### src/rtl/spi_regport_pkg.sv
// Package: shared constants and phase type for the serial register slave.
// Assumes 8-bit registers and an 8-bit subaddress space.
package spi_regport_pkg;
    localparam int          BYTE_W    = 8;
    localparam int          BITCNT_W  = $clog2(BYTE_W);
    localparam logic [7:0]  CMD_WRITE = 8'hD4;
    localparam logic [7:0]  CMD_READ  = 8'hD5;

    typedef enum logic [2:0] {
        PH_IDLE,
        PH_CMD,
        PH_ADDR,
        PH_WDATA,
        PH_RDATA,
        PH_IGNORE
    } xfer_phase_e;
endpackage

### src/rtl/spi_edge_sync.sv
// Module: multi-bit synchroniser with edge detection.
// Each bit passes through STAGES flops, and one more flop of history gives
// rise and fall pulses one system clock wide. Assumes the inputs are slow
// compared to clk. RESET_LEVEL sets the idle level so that reset itself
// produces no edge.
module spi_edge_sync #(
    parameter int              WIDTH       = 3,
    parameter int              STAGES      = 2,
    parameter logic [WIDTH-1:0] RESET_LEVEL = '0
) (
    input  logic             clk,
    input  logic             rst_n,
    input  logic [WIDTH-1:0] din,
    output logic [WIDTH-1:0] level,
    output logic [WIDTH-1:0] rise,
    output logic [WIDTH-1:0] fall
);
    for (genvar b = 0; b < WIDTH; b++) begin : g_bit
        logic [STAGES:0] pipe;

        // Shift the raw input through the synchroniser and history flops.
        always_ff @(posedge clk) begin
            if (!rst_n) pipe <= {(STAGES+1){RESET_LEVEL[b]}};
            else        pipe <= {pipe[STAGES-1:0], din[b]};
        end

        assign level[b] = pipe[STAGES-1];
        assign rise[b]  = pipe[STAGES-1] & ~pipe[STAGES];
        assign fall[b]  = ~pipe[STAGES-1] & pipe[STAGES];
    end
endmodule

### src/rtl/spi_mode_detect.sv
// Module: counts select rising edges after reset and latches SPI mode on
// the ENTRY_EDGES-th edge. Only reset clears the mode.
module spi_mode_detect #(
    parameter int ENTRY_EDGES = 3
) (
    input  logic clk,
    input  logic rst_n,
    input  logic sel_rise,
    output logic mode_o
);
    localparam int CNT_W = $clog2(ENTRY_EDGES + 1);

    logic [CNT_W-1:0] edge_cnt;

    // Count select rising edges until the entry threshold, then hold the mode.
    always_ff @(posedge clk) begin
        if (!rst_n) begin
            edge_cnt <= '0;
            mode_o   <= 1'b0;
        end else if (!mode_o && sel_rise) begin
            if (edge_cnt == CNT_W'(ENTRY_EDGES - 1)) mode_o <= 1'b1;
            edge_cnt <= edge_cnt + 1'b1;
        end
    end

    assert_mode_sticky_R3: assert property (@(posedge clk) disable iff (!rst_n)
        mode_o |=> mode_o);
endmodule

### src/rtl/spi_xfer_engine.sv
// Module: byte framing, command decode, subaddress pointer and read shifter.
// Works on synchronised levels and edge pulses. Assumes at least two system
// clocks between an SCLK rise and the next fall, so a read fetch finishes
// before the next bit has to be driven. The bank answers reads in the
// strobe cycle.
module spi_xfer_engine
    import spi_regport_pkg::*;
(
    input  logic              clk,
    input  logic              rst_n,
    input  logic              mode_i,
    input  logic              sel_level,
    input  logic              sel_rise,
    input  logic              sel_fall,
    input  logic              sclk_rise,
    input  logic              sclk_fall,
    input  logic              mosi_level,
    input  logic [BYTE_W-1:0] rdata_i,
    output logic              miso_o,
    output logic [BYTE_W-1:0] addr_o,
    output logic [BYTE_W-1:0] wdata_o,
    output logic              we_o,
    output logic              re_o
);
    xfer_phase_e         phase;
    logic [BITCNT_W-1:0] bit_cnt;
    logic [BYTE_W-2:0]   rx_sr;
    logic [BYTE_W-1:0]   tx_sr;
    logic [BYTE_W-1:0]   ptr;
    logic [BYTE_W-1:0]   rx_byte;
    logic                byte_done;

    assign rx_byte   = {rx_sr, mosi_level};
    assign byte_done = sclk_rise && (bit_cnt == BITCNT_W'(BYTE_W - 1));
    assign addr_o    = ptr;

    // Frame bits into bytes, decode commands and drive the bank strobes.
    always_ff @(posedge clk) begin
        if (!rst_n) begin
            phase   <= PH_IDLE;
            bit_cnt <= '0;
            rx_sr   <= '0;
            ptr     <= '0;
            wdata_o <= '0;
            we_o    <= 1'b0;
            re_o    <= 1'b0;
        end else begin
            we_o <= 1'b0;
            re_o <= 1'b0;
            if (we_o) ptr <= ptr + 1'b1;
            if (!mode_i || sel_rise) begin
                phase   <= PH_IDLE;
                bit_cnt <= '0;
            end else if (sel_fall) begin
                phase   <= PH_CMD;
                bit_cnt <= '0;
            end else if (sclk_rise && phase != PH_IDLE) begin
                rx_sr   <= rx_byte[BYTE_W-2:0];
                bit_cnt <= bit_cnt + 1'b1;
                if (byte_done) begin
                    unique case (phase)
                        PH_CMD: begin
                            if (rx_byte == CMD_WRITE) begin
                                phase <= PH_ADDR;
                            end else if (rx_byte == CMD_READ) begin
                                phase <= PH_RDATA;
                                re_o  <= 1'b1;
                            end else begin
                                phase <= PH_IGNORE;
                            end
                        end
                        PH_ADDR: begin
                            ptr   <= rx_byte;
                            phase <= PH_WDATA;
                        end
                        PH_WDATA: begin
                            wdata_o <= rx_byte;
                            we_o    <= 1'b1;
                        end
                        PH_RDATA: begin
                            ptr  <= ptr + 1'b1;
                            re_o <= 1'b1;
                        end
                        default: ;
                    endcase
                end
            end
        end
    end

    // Load fetched read data, then shift it out one bit per SCLK fall.
    always_ff @(posedge clk) begin
        if (!rst_n)                              tx_sr <= '0;
        else if (re_o)                           tx_sr <= rdata_i;
        else if (sclk_fall && phase == PH_RDATA) tx_sr <= {tx_sr[BYTE_W-2:0], 1'b0};
    end

    // Drive MISO on SCLK falls during a read, and hold it low otherwise.
    always_ff @(posedge clk) begin
        if (!rst_n)                              miso_o <= 1'b0;
        else if (phase != PH_RDATA || sel_level) miso_o <= 1'b0;
        else if (sclk_fall)                      miso_o <= tx_sr[BYTE_W-1];
    end

    assert_no_strobe_premode_R2: assert property (@(posedge clk) disable iff (!rst_n)
        !mode_i |-> (!we_o && !re_o));
    assert_ptr_step_R4: assert property (@(posedge clk) disable iff (!rst_n)
        we_o |=> (ptr == BYTE_W'($past(ptr) + 1)));
    assert_one_strobe_R5: assert property (@(posedge clk) disable iff (!rst_n)
        !(we_o && re_o));
    assert_ptr_wrap_R6: assert property (@(posedge clk) disable iff (!rst_n)
        (we_o && ptr == 8'hFF) |=> (ptr == 8'h00));
    assert_ignore_quiet_R7: assert property (@(posedge clk) disable iff (!rst_n)
        (phase == PH_IGNORE) |=> (!we_o && !re_o));
    assert_miso_quiet_R9: assert property (@(posedge clk) disable iff (!rst_n)
        (phase != PH_RDATA) |=> !miso_o);
endmodule

### src/rtl/spi_regport.sv
// Module: top of the serial register-access slave. It synchronises the
// serial pins, detects the pulse pattern that enters SPI mode, and runs the
// byte engine against the register-bank port. Assumes SCLK is at most
// clk/4 and idles low, and that csel_i idles high.
module spi_regport
    import spi_regport_pkg::*;
#(
    parameter int SYNC_STAGES = 2,
    parameter int ENTRY_EDGES = 3
) (
    input  logic              clk,
    input  logic              rst_n,
    input  logic              sclk_i,
    input  logic              mosi_i,
    input  logic              csel_i,
    output logic              miso_o,
    output logic              spi_mode_o,
    output logic [BYTE_W-1:0] reg_addr_o,
    output logic [BYTE_W-1:0] reg_wdata_o,
    output logic              reg_we_o,
    output logic              reg_re_o,
    input  logic [BYTE_W-1:0] reg_rdata_i
);
    localparam int PIN_N = 3;
    localparam int IDX_SCLK = 0;
    localparam int IDX_MOSI = 1;
    localparam int IDX_SEL  = 2;

    logic [PIN_N-1:0] pin_lvl, pin_rise, pin_fall;

    spi_edge_sync #(
        .WIDTH       (PIN_N),
        .STAGES      (SYNC_STAGES),
        .RESET_LEVEL (3'b100)
    ) u_sync (
        .clk   (clk),
        .rst_n (rst_n),
        .din   ({csel_i, mosi_i, sclk_i}),
        .level (pin_lvl),
        .rise  (pin_rise),
        .fall  (pin_fall)
    );

    spi_mode_detect #(
        .ENTRY_EDGES (ENTRY_EDGES)
    ) u_mode (
        .clk      (clk),
        .rst_n    (rst_n),
        .sel_rise (pin_rise[IDX_SEL]),
        .mode_o   (spi_mode_o)
    );

    spi_xfer_engine u_eng (
        .clk        (clk),
        .rst_n      (rst_n),
        .mode_i     (spi_mode_o),
        .sel_level  (pin_lvl[IDX_SEL]),
        .sel_rise   (pin_rise[IDX_SEL]),
        .sel_fall   (pin_fall[IDX_SEL]),
        .sclk_rise  (pin_rise[IDX_SCLK]),
        .sclk_fall  (pin_fall[IDX_SCLK]),
        .mosi_level (pin_lvl[IDX_MOSI]),
        .rdata_i    (reg_rdata_i),
        .miso_o     (miso_o),
        .addr_o     (reg_addr_o),
        .wdata_o    (reg_wdata_o),
        .we_o       (reg_we_o),
        .re_o       (reg_re_o)
    );

    assert_reset_quiet_R1: assert property (@(posedge clk)
        $past(!rst_n) |-> (!spi_mode_o && !miso_o && !reg_we_o && !reg_re_o));
endmodule

### config.mk
export PLATFORM = sky130hd
export DESIGN_NAME = spi_regport
export DESIGN_NICKNAME = d
export VERILOG_FILES = /design/src/rtl/spi_regport_pkg.sv /design/src/rtl/spi_edge_sync.sv /design/src/rtl/spi_mode_detect.sv /design/src/rtl/spi_xfer_engine.sv /design/src/rtl/spi_regport.sv
export SDC_FILE = /design/constraint.sdc
export NUM_CORES = 1
export LEC_CHECK = 0
export ABC_AREA = 1
export BUFFER_PORTS_ARGS = -buffer_cell sky130_fd_sc_hd__clkbuf_2
export CORE_UTILIZATION = 45
export DETAILED_ROUTE_END_ITERATION = 8
export HOLD_SLACK_MARGIN = 0.12
export PLACE_DENSITY_LB_ADDON = 0.12
export RECOVER_POWER = 100
export SYNTH_ARGS = -nofsm -noshare
export SYNTH_HDL_FRONTEND = slang
export SYNTH_SLANG_ARGS = --single-unit
### constraint.sdc
create_clock -name clk -period 2.95 [get_ports clk]
set_input_delay 0.295 -clock clk [delete_from_list [all_inputs] [get_ports clk]]
set_output_delay 0.295 -clock clk [all_outputs]
set_load 0.05 [all_outputs]
==> flow_metrics.py, run 1 <==
metrics = {
    "run_status": {
        "status": "finished clean",
    },
    "critical_path": {
        "crit_required_ns": 3.19,
        "cp.buffers_inverters": 2,
        "cp.depth": 8,
        "startpoint": "u_eng.phase[0]$_SDFFE_PP0P_",
        "crit_path_end": "u_eng.wdata_o[0]$_SDFFE_PN0P_",
        "critPathMaxStageDelay_ns": 0.53,
        "cp-start-kind": "register",
        "rrSetupSlack_ns": 0.96,
        "r2r_cells": 8,
        "cp_cell_sequence": "nor2_2 > a21oi_1 > nand2_4 > inv_1 > nand2_4 > inv_2 > nor2_1 > nor2_1",
        "cp_top_family": "compound AO/OA/AOI/OAI gates",
        "timing.rr.end": "u_eng.wdata_o[0]$_SDFFE_PN0P_",
        "cp_max_fo": 12,
        "cpMaxStageDelayCell": "a21oi_1",
        "path_class": "reg -> reg",
        "arrival_ns": 2.23,
        "r2r_start": "u_eng.phase[0]$_SDFFE_PP0P_",
        "cp-end-kind": "register",
    },
    "drt": {
        "wl_um": 5000,
        "drtAntennaViolNets": 0,
        "vias_per_cell": 5.03,
        "vias": 2218,
        "firstDrtPassIters": 4,
        "drtIter0Drc": 74,
        "drcViolationCount": 0,
        "routedWlPerCell_um": 11.3,
    },
    "cts": {
        "ctsHoldBuffers": 0,
        "ctsResizeCount": 0,
        "ctsLongestPathBuffers": 2,
        "cts_max_level": 2,
        "clock-root-buffer": "clkbuf_8",
        "clkLatencyLatePin_ns": 0.31,
        "cts_tree": "done",
        "postCtsSetupBuffers": 0,
        "path_clk_slew_ns": 0.09,
        "cts.sinks": 51,
        "cts_buffers": 5,
    },
    "sta": {
        "fin_worst_skew_ns": 0.0138,
        "hold_viol": 0,
        "slew_headroom_pct": 24.5,
        "timing.final.crit_share_pct": 67.6,
        "setup-tns-final_ns": 0,
        "slew_viol_final": 0,
        "fmax_ghz": 0.501,
        "min_period_ns": 1.99,
        "fin_ws_ns": 0.955,
        "grt_setup_unrepaired": "no",
        "tightest_slew_ns": 1.13,
        "final-setup-viol-count": 0,
    },
    "final_layout": {
        "layout.cells.most_common": "nand2_1",
        "fin_nets": 387,
        "final_cell_mix": "78 x nand2_1, 51 x dfxtp_1, 42 x nor2_1",
        "diodes": 0,
        "final_layout_size_suffix_gt1_share_pct": 8.36,
        "area_growth_pct": 11.0,
    },
    "floorplanning": {
        "start_util_pct": 46.9,
        "core-area_um2": 5110,
        "io_pins": 33,
        "rows": 26,
        "chipWidth_um": 74.9,
        "dieHeight_um": 74.9,
        "die_area_um2": 5610,
    },
    "synthesis": {
        "ys_seq_area_share_pct": 42.7,
        "avgSynthCellArea_um2": 7.06,
        "yosysWarnings": 0,
        "ys_types": 29,
        "synth_nets": 356,
        "netlist_area_um2": 2390,
        "syn_inst": 339,
        "synth_seq_cells": 51,
    },
    "power_and_ir_drop": {
        "p_per_area_nw_per_um2": 435,
        "sequentialPowerShare_pct": 60.2,
        "p_switching_mw": 0.259,
        "intPower_mw": 0.898,
        "leakage_nw": 1.06,
        "comb_power_share_pct": 2.7,
        "ir_drop_mv": 0.320,
        "clkPwrFrac_pct": 37.1,
        "switching_share_pct": 22.4,
    },
    "flow_run": {
        "cap_viol_max_count": 0,
    },
    "grt": {
        "grt_max_degree": 32,
        "grt_pass1_wl_um": 8440,
        "grt_overflow": 0,
        "grt_pass1_vias": 2017,
        "grt_antenna_before_repair": 0,
        "track_usage_pct": 19.5,
    },
    "placed_design": {
        "gp_congestion": 0.838,
        "post-place-ws_ns": 1.29,
        "port_buffers": 32,
        "dp_hpwl_um": 3790,
    },
    "min_path": {
        "holdPathStages": 3,
        "hp-class": "in -> reg",
    },
}
worst min-delay path by stage:
stage                                                   from                                  to  slack (ns)
after floorplan           u_sync.g_bit[0].pipe[0]$_SDFF_PN0_  u_sync.g_bit[0].pipe[1]$_SDFF_PN0_        0.39
after global placement    u_sync.g_bit[2].pipe[0]$_SDFF_PN1_  u_sync.g_bit[2].pipe[1]$_SDFF_PN1_        0.40
after detailed placement  u_sync.g_bit[2].pipe[0]$_SDFF_PN1_  u_sync.g_bit[2].pipe[1]$_SDFF_PN1_        0.40
after CTS                                             mosi_i  u_sync.g_bit[1].pipe[0]$_SDFF_PN0_        0.16
after global routing                                  csel_i  u_sync.g_bit[2].pipe[0]$_SDFF_PN1_        0.16
final                                                 sclk_i  u_sync.g_bit[0].pipe[0]$_SDFF_PN0_        0.17
Yosys cell counts:
cell type	instances	area, um2
nand2_1	78	293
dfxtp_1	51	1020
nor2_1	41	154
nand3_1	34	170
inv_1	33	124
a21oi_1	23	115
o21ai_0	21	105
a31oi_1	9	56.3
clkbuf_1	5	18.8
ha_1	4	50.1
o21bai_1	4	30.0
xor2_1	4	35.0
inv_2	3	11.3
nand4_1	3	18.8
nor2_2	3	18.8
nor3_1	3	15.0
o21ai_1	3	15.0
or2_2	3	18.8
buf_2	2	10.0
nand2_4	2	22.5
nor2_4	2	22.5
a21oi_4	1	16.3
a22oi_1	1	7.51
buf_6	1	11.3
nand2_2	1	6.26
nor4_1	1	6.26
o211ai_1	1	7.51
o31ai_1	1	7.51
or2_0	1	6.26
metal layers:
layer | share of wire, % | track usage (%) | up-vias
met2 | 48 | 35.8 | 30
met1 | 48 | 22.5 | 1010
met3 | 2.2 | 3.48 | 7
li1 | - | - | 1171
met4 | 1.6 | 7.13 | 0
met5 | 0 | 0 | -
metrics by stage:
stage | instance area [um2] | utilization [%] | total power, mW | hold WS [ns] | instances
2_1_floorplan | 2390 | - | 0.732 | 0.390 | 339
3_3_place_gp | 2600 | 50.9 | 0.744 | 0.397 | 433
3_5_place_dp | 2600 | 50.9 | 0.745 | 0.401 | 433
4_1_cts | 2700 | 52.8 | 1.17 | 0.163 | 441
5_1_grt | 2660 | 52.0 | 1.20 | 0.158 | 441
6_report | 2660 | 52.0 | 1.16 | 0.169 | 441
worst register-to-register path: stages, from the launching register on:
cell,delay [ns]
dfxtp_1,0.39
nor2_2,0.07
a21oi_1,0.53
nand2_4,0.17
inv_1,0.35
nand2_4,0.13
inv_2,0.15
nor2_1,0.05
nor2_1,0.09
flip-flops by register name, summed over array words and instances, names as in the netlist:
register	cells
u_eng.bit_cnt	3
u_eng.phase	3
u_eng.tx_sr	8
u_eng.we_o	1
u_eng.wdata_o	8
u_mode.edge_cnt	2
u_eng.re_o	1
u_eng.rx_sr	7
u_eng.addr_o	8
u_sync.g_bit.pipe	8
u_eng.miso_o	1
u_mode.mode_o	1
cell type report:
class                      instances  area (um2)
clock buffer                       6        82.6
fill                             534        2450
multi-input combinational        244        1180
inverter                          36         135
tap                               70        87.6
timing repair buffer              32         134
sequential                        51        1020
clock inverter                     2        13.8
power by group through the flow:
| stage | clock network, mW | logic (mW) | registers, mW |
|---|---|---|---|
| global route | 0.467 | 0.0354 | 0.698 |
| floorplan | 0 | 0.0195 | 0.712 |
| finish | 0.429 | 0.0309 | 0.696 |
| CTS | 0.440 | 0.0324 | 0.697 |
| global placement | 0 | 0.0317 | 0.712 |
| detailed placement | 0 | 0.0323 | 0.713 |
logic make-up after synthesis:
group / Yosys count / synth area share [%]
buffers and inverters: 44 / 7.32
xor gates and xnor gates: 4 / 1.46
adders and majority gates: 4 / 2.09
and+or+nand+nor: 172 / 31.4
DFF: 51 / 42.7
AOI/OAI and AO/OA: 64 / 15.1
Power figures use the tool's default switching activity.
==> run 2, diff against run 1 <==
- ABC_AREA: 1 -> 0
- clock period: 2.95 -> 1.67 ns (I/O delays scaled with it)
==> flow_metrics.py, run 2 <==
metrics = {
    "grt": {
        "track_usage_pct": 19.1,
        "grt_overflow": 0,
        "grt_antenna_before_repair": 0,
        "grt_pass1_wl_um": 7760,
        "grt_pass1_vias": 1687,
        "grt_max_degree": 38,
    },
    "floorplanning": {
        "io_pins": 33,
        "rows": 25,
        "die_area_um2": 5500,
        "start_util_pct": 48.1,
        "core-area_um2": 4880,
        "chipWidth_um": 74.2,
        "dieHeight_um": 74.2,
    },
    "final_layout": {
        "nFillCells": 440,
        "fin_nets": 304,
        "final_layout_size_suffix_gt1_share_pct": 21.5,
        "layout.cells.most_common": "dfxtp_1",
        "final_cell_mix": "43 x dfxtp_1, 27 x mux2i_1, 21 x clkbuf_1",
        "diodes": 0,
        "area_growth_pct": 22.8,
    },
    "drt": {
        "firstDrtPassIters": 4,
        "drtAntennaViolNets": 0,
        "route.met3.wl_um": 132,
        "dr_wl_met2_um": 2210,
        "wl_um": 4670,
        "vias": 1841,
        "drcViolationCount": 0,
        "vias_per_cell": 5.19,
        "topRoutingLayerUsed": "met4",
        "routedWlPerCell_um": 13.2,
        "drtIter0Drc": 117,
        "drt-met1-wl_um": 2250,
    },
    "synthesis": {
        "yosysWarnings": 0,
        "avgSynthCellArea_um2": 9.77,
        "synth_ff_type": "dfxtp_1",
        "ys_top_cells_by_area": "dfxtp_1 44%, mux2i_1 12%, nor2b_1 5.1%",
        "synth_nets": 257,
        "yosys-top-cells-count": "51 x dfxtp_1, 27 x mux2i_1, 19 x nor2b_1, 11 x a21oi_1",
        "async_flop_share_pct": 0,
        "ys_seq_area_share_pct": 43.5,
        "netlist_area_um2": 2340,
        "synth_most_common_cell": "dfxtp_1",
        "syn_inst": 240,
        "synth_seq_cells": 51,
        "synth_top_area_share_pct": 43.5,
        "ys_types": 44,
        "synth-edff-count": 0,
        "synth_top_area_cell": "dfxtp_1",
    },
    "critical_path": {
        "timing.rr.end": "u_eng.addr_o[6]$_SDFF_PN0_",
        "path_class": "reg -> reg",
        "crit_required_ns": 1.90,
        "rrSetupSlack_ns": 0.01,
        "r2r_start": "u_eng.bit_cnt[0]$_SDFFE_PP0P_",
        "cp-start-kind": "register",
        "startpoint": "u_eng.bit_cnt[0]$_SDFFE_PP0P_",
        "r2r_cells": 7,
        "cp_max_fo": 5,
        "crit_path_end": "u_eng.addr_o[6]$_SDFF_PN0_",
        "arrival_ns": 1.89,
        "cp-end-kind": "register",
    },
    "placed_design": {
        "dp_hpwl_um": 3290,
        "gp_congestion": 0.838,
        "post-place-ws_ns": -0.0521,
        "port_buffers": 32,
    },
    "sta": {
        "fin_ws_ns": 0.0132,
        "min_period_ns": 1.66,
        "slew_headroom_pct": 60.6,
        "slew_viol_final": 0,
        "hold_slack_ns": 0.133,
        "fin_worst_skew_ns": 0.0104,
        "grt_setup_unrepaired": "yes",
        "hold_viol": 0,
        "tightest_slew_ns": 0.594,
        "final-setup-viol-count": 0,
        "fmax_ghz": 0.604,
        "timing.final.crit_share_pct": 99.2,
    },
    "cts": {
        "ctsLongestPathBuffers": 2,
        "clock-root-buffer": "clkbuf_8",
        "cts_max_level": 2,
        "clkLatencyLatePin_ns": 0.31,
        "cts_buffers": 5,
        "cts.sinks": 51,
        "path_clk_slew_ns": 0.09,
        "cts_tree": "done",
        "postCtsSetupBuffers": 0,
    },
    "power_and_ir_drop": {
        "sequentialPowerShare_pct": 53.1,
        "p_switching_mw": 0.453,
        "switching_share_pct": 19.5,
        "leakage_nw": 1.15,
        "comb_power_share_pct": 3.3,
        "intPower_mw": 1.86,
        "p_per_area_nw_per_um2": 805,
        "ir_drop_mv": 0.616,
        "clkPwrFrac_pct": 43.6,
    },
    "flow_run": {
        "cap_viol_max_count": 0,
    },
    "run_status": {
        "status": "finished clean",
    },
    "min_path": {
        "hp-class": "in -> reg",
    },
}
## run 2: cell count changes in the layout (fill, tap and decap cells not counted), sizes merged, moves of 13 or more
cell | previous run | this run
a21oi | 24 | 11
buf | 0 | 16
inv | 37 | 5
mux2i | 0 | 27
nand2 | 81 | 8
nand3 | 34 | 6
nor2 | 46 | 10
nor2b | 0 | 19
o21ai | 24 | 7
## run 2: critical path: stages (launching register included)
cell and delay (ns):
dfxtp_2 0.36, ha_4 0.14, ha_4 0.11, and3b_2 0.19
nand3_2 0.08, or3b_4 0.39, buf_6 0.14, o32ai_2 0.18
## run 2: routing by layer
| metal | GRT usage (%) | vias to the layer above |
|---|---|---|
| li1 | - | 936 |
| met1 | 23.7 | 868 |
| met2 | 31.7 | 29 |
| met3 | 4.07 | 8 |
| met4 | 8.33 | 0 |
| met5 | 0 | - |
## run 2: cell type report
class / instances / area, um2 / area share [%]
Clock buffer: 5 / 68.8 / 2.39
Clock inverter: 3 / 67.6 / 2.35
Inverter: 5 / 18.8 / 0.652
Multi-Input combinational cell: 167 / 1290 / 44.7
Sequential cell: 51 / 1030 / 35.8
Tap cell: 67 / 83.8 / 2.91
Timing Repair Buffer: 57 / 323 / 11.2
## run 2: what timing repair did
item / CTS / global route
endpoints found under the setup margin: 5 / 10
resized for setup: 3 / 4
gates cloned: 1 / 0
hold buffers: 4 / 0
pin swaps: 3 / 1
hold endpoints to repair: 4 / 0
## run 2: power by group through the flow
| stage | combinational, mW | sequential, mW | clock, mW |
|---|---|---|---|
| 2_1_floorplan | 0.0406 | 1.26 | 0 |
| 3_3_place_gp | 0.0694 | 1.26 | 0 |
| 3_5_place_dp | 0.0699 | 1.26 | 0 |
| 4_1_cts | 0.0774 | 1.23 | 1.04 |
| 5_1_grt | 0.0850 | 1.23 | 1.09 |
| 6_report | 0.0760 | 1.23 | 1.01 |
## run 2: how the worst min path moves through the flow
stage                               from                                 end  cells past startpoint
after floorplan                   csel_i  u_sync.g_bit[2].pipe[0]$_SDFF_PN1_                      1
after global placement            csel_i  u_sync.g_bit[2].pipe[0]$_SDFF_PN1_                      2
after detailed placement          csel_i  u_sync.g_bit[2].pipe[0]$_SDFF_PN1_                      2
after CTS                 reg_rdata_i[7]         u_eng.tx_sr[7]$_SDFFE_PN0P_                      3
after global routing      reg_rdata_i[2]         u_eng.tx_sr[2]$_SDFFE_PN0P_                      3
final                     reg_rdata_i[7]         u_eng.tx_sr[7]$_SDFFE_PN0P_                      3
## run 2: through the flow
step | std cells | util (%) | power (mW) | cell area, um2 | TNS [ns]
finish | 355 | 59.0 | 2.32 | 2880 | 0
global route | 355 | 59.0 | 2.41 | 2880 | -0.760
CTS | 355 | 59.5 | 2.35 | 2910 | 0
detailed placement | 343 | 55.7 | 1.33 | 2720 | -0.0642
global placement | 343 | 55.7 | 1.33 | 2720 | -0.0300
floorplan | 240 | - | 1.30 | 2390 | -0.0174
## run 2: cell families (layout without fill, tap and decap cells)
kind of cell | after synthesis | in the layout | share of synthesized area (%)
AOI/OAI and AO/OA | 45 | 45 | 13.0
buffers and inverters | 22 | 70 | 4.38
muxes | 27 | 27 | 11.5
DFF | 51 | 51 | 43.5
adders and majority gates | 4 | 4 | 2.13
xor gates and xnor gates | 15 | 15 | 5.92
and+or+nand+nor | 76 | 76 | 19.5
==> run 3, diff against run 2 <==
- ABC_AREA: 0 -> 1
- BUFFER_PORTS_ARGS: -buffer_cell sky130_fd_sc_hd__clkbuf_2 -> -buffer_cell sky130_fd_sc_hd__buf_4
==> flow_metrics.py, run 3 (same netlist as run 1, synthesis figures left out) <==
metrics = {
    "critical_path": {
        "rrSetupSlack_ns": 0.17,
        "r2r_start": "u_sync.g_bit[2].pipe[1]$_SDFF_PN1_",
        "cp-start-kind": "register",
        "cp-end-kind": "register",
        "crit_required_ns": 1.87,
        "path_class": "reg -> reg",
        "cp_max_fo": 10,
        "r2r_cells": 8,
        "timing.rr.end": "u_eng.rx_sr[3]$_SDFFE_PN0P_",
        "arrival_ns": 1.70,
    },
    "final_layout": {
        "final_layout_size_suffix_gt1_share_pct": 10.1,
        "layout.cells.non_filler": 448,
        "nFillCells": 537,
        "area_growth_pct": 15.4,
        "layout.cells.most_common": "nand2_1",
        "utilization_pct": 54.1,
        "fin_nets": 394,
        "final_cell_mix": "79 x nand2_1, 50 x dfxtp_1, 41 x nor2_1",
        "design_area_um2": 2760,
        "diodes": 0,
    },
    "min_path": {
        "hp-start": "reg_rdata_i[5]",
        "hp-class": "in -> reg",
        "holdPathStages": 3,
        "worstHoldEndpoint": "u_eng.tx_sr[5]$_SDFFE_PN0P_",
    },
    "sta": {
        "fin_worst_skew_ns": 0.00714,
        "final-setup-viol-count": 0,
        "fin_ws_ns": 0.165,
        "timing.final.crit_share_pct": 90.1,
        "fmax_ghz": 0.665,
        "tightest_slew_ns": 0.604,
        "min_period_ns": 1.50,
        "setup-tns-final_ns": 0,
        "hold_viol": 0,
        "grt_setup_unrepaired": "no",
        "slew_viol_final": 0,
        "hold_slack_ns": 0.140,
        "slew_headroom_pct": 59.9,
    },
    "cts": {
        "cts_tree": "done",
        "clkLatencyLatePin_ns": 0.30,
        "cts_max_level": 2,
        "cts.sinks": 51,
        "path_clk_slew_ns": 0.09,
        "clock-root-buffer": "clkbuf_8",
        "cts_buffers": 5,
        "ctsLongestPathBuffers": 2,
    },
    "placed_design": {
        "post-place-ws_ns": 0.130,
        "port_buffers": 32,
        "placed_cells": 436,
        "gp_congestion": 0.827,
        "placed_cell_area_um2": 2710,
        "dp_hpwl_um": 3780,
    },
    "grt": {
        "track_usage_pct": 20.2,
        "gr-usage-met2_pct": 35.1,
        "grt_pass1_vias": 1938,
        "met1_usage_pct": 25.2,
        "grtUsageMet3_pct": 3.21,
        "grt-busiest-layer": "met2",
        "grt_pass1_wl_um": 8570,
        "grt_max_degree": 32,
        "grt_antenna_before_repair": 0,
        "grt_overflow": 0,
    },
    "power_and_ir_drop": {
        "p_per_area_nw_per_um2": 738,
        "leakage_nw": 1.10,
        "p_total_mw": 2.04,
        "ir_drop_mv": 0.336,
    },
    "drt": {
        "vias_per_cell": 5.05,
        "wl_um": 5180,
        "firstDrtPassIters": 4,
        "drtIter0Drc": 105,
        "drtAntennaViolNets": 0,
        "routedWlPerCell_um": 11.6,
        "vias": 2264,
        "drcViolationCount": 0,
    },
    "floorplanning": {
        "dieHeight_um": 74.9,
        "rows": 26,
        "chipWidth_um": 74.9,
        "io_pins": 33,
        "die_area_um2": 5610,
        "start_util_pct": 46.9,
        "core-area_um2": 5110,
    },
    "flow_run": {
        "cap_viol_max_count": 0,
    },
    "run_status": {
        "status": "finished clean",
    },
}
[run 3: changes by cell type in the layout (fill, tap and decap cells not counted), moves of 6 or more]
| cell | change |
|---|---|
| nand3_1 | +29 |
| nor2b_1 | -19 |
| dfxtp_1 | +7 |
| mux2i_1 | -27 |
| inv_1 | +28 |
| a31oi_1 | +8 |
| o21ai_0 | +15 |
| dfxtp_2 | -7 |
| a21oi_1 | +12 |
| clkbuf_2 | -12 |
| xnor2_1 | -10 |
| and2_1 | -6 |
| nor2_1 | +31 |
| nand2_1 | +71 |
[run 3: worst max-delay path by stage]
stage	startpoint	end	slack (ns)	depth (start not counted)
2_1_floorplan	u_eng.addr_o[1]$_SDFF_PN0_	u_eng.addr_o[4]$_SDFF_PN0_	0.01	8
3_3_place_gp	u_eng.bit_cnt[0]$_SDFFE_PP0P_	u_eng.phase[0]$_SDFFE_PP0P_	0.18	9
3_5_place_dp	u_eng.bit_cnt[0]$_SDFFE_PP0P_	u_eng.addr_o[3]$_SDFF_PN0_	0.13	9
5_1_grt	u_eng.bit_cnt[0]$_SDFFE_PP0P_	u_eng.addr_o[3]$_SDFF_PN0_	0.02	9
4_1_cts	u_eng.bit_cnt[0]$_SDFFE_PP0P_	u_eng.addr_o[3]$_SDFF_PN0_	0.11	9
6_report	u_sync.g_bit[2].pipe[1]$_SDFF_PN1_	u_eng.rx_sr[3]$_SDFFE_PN0P_	0.17	8
[run 3: area by class of cell]
type                    count  area, um2  share of cell area, %
multi-input cells         244       1190                   43.3
flip-flops and latches     51       1020                   37.0
repair buffers             39        224                   8.11
inverters                  36        138                   4.98
well taps                  70       87.6                   3.17
clock buffers               7       86.3                   3.13
clock inverters             1       8.76                  0.317
[run 3: worst max-delay path, cell delays in order (launching register included)]
cell and delay, ns:
dfxtp_1 0.36, inv_1 0.08, o21ai_1 0.25, nor2_4 0.12, nand2_4 0.14, inv_4 0.08
buf_4 0.16, o21ai_0 0.16, a21oi_1 0.06
[run 3: repair_timing]
item | CTS | global route
setup endpoints to repair | 0 | 10
endpoints found under the hold margin | 4 | 0
hold buffers | 4 | 0
resized for setup | 0 | 3
setup buffers | 0 | 0
[run 3: per-layer routing]
layer	part of all wire, %	wire (um)
met1	48	2490
met2	47	2440
met3	3.4	176
met4	1.4	72
met5	0	0
[run 3: report_power, final]
group          leakage, nW  internal, mW  switching, mW  total, mW
logic                0.642        0.0339         0.0365     0.0704
registers            0.413          1.22        0.00500       1.23
clock network       0.0484         0.340          0.399      0.739
total                 1.10          1.60          0.440       2.04
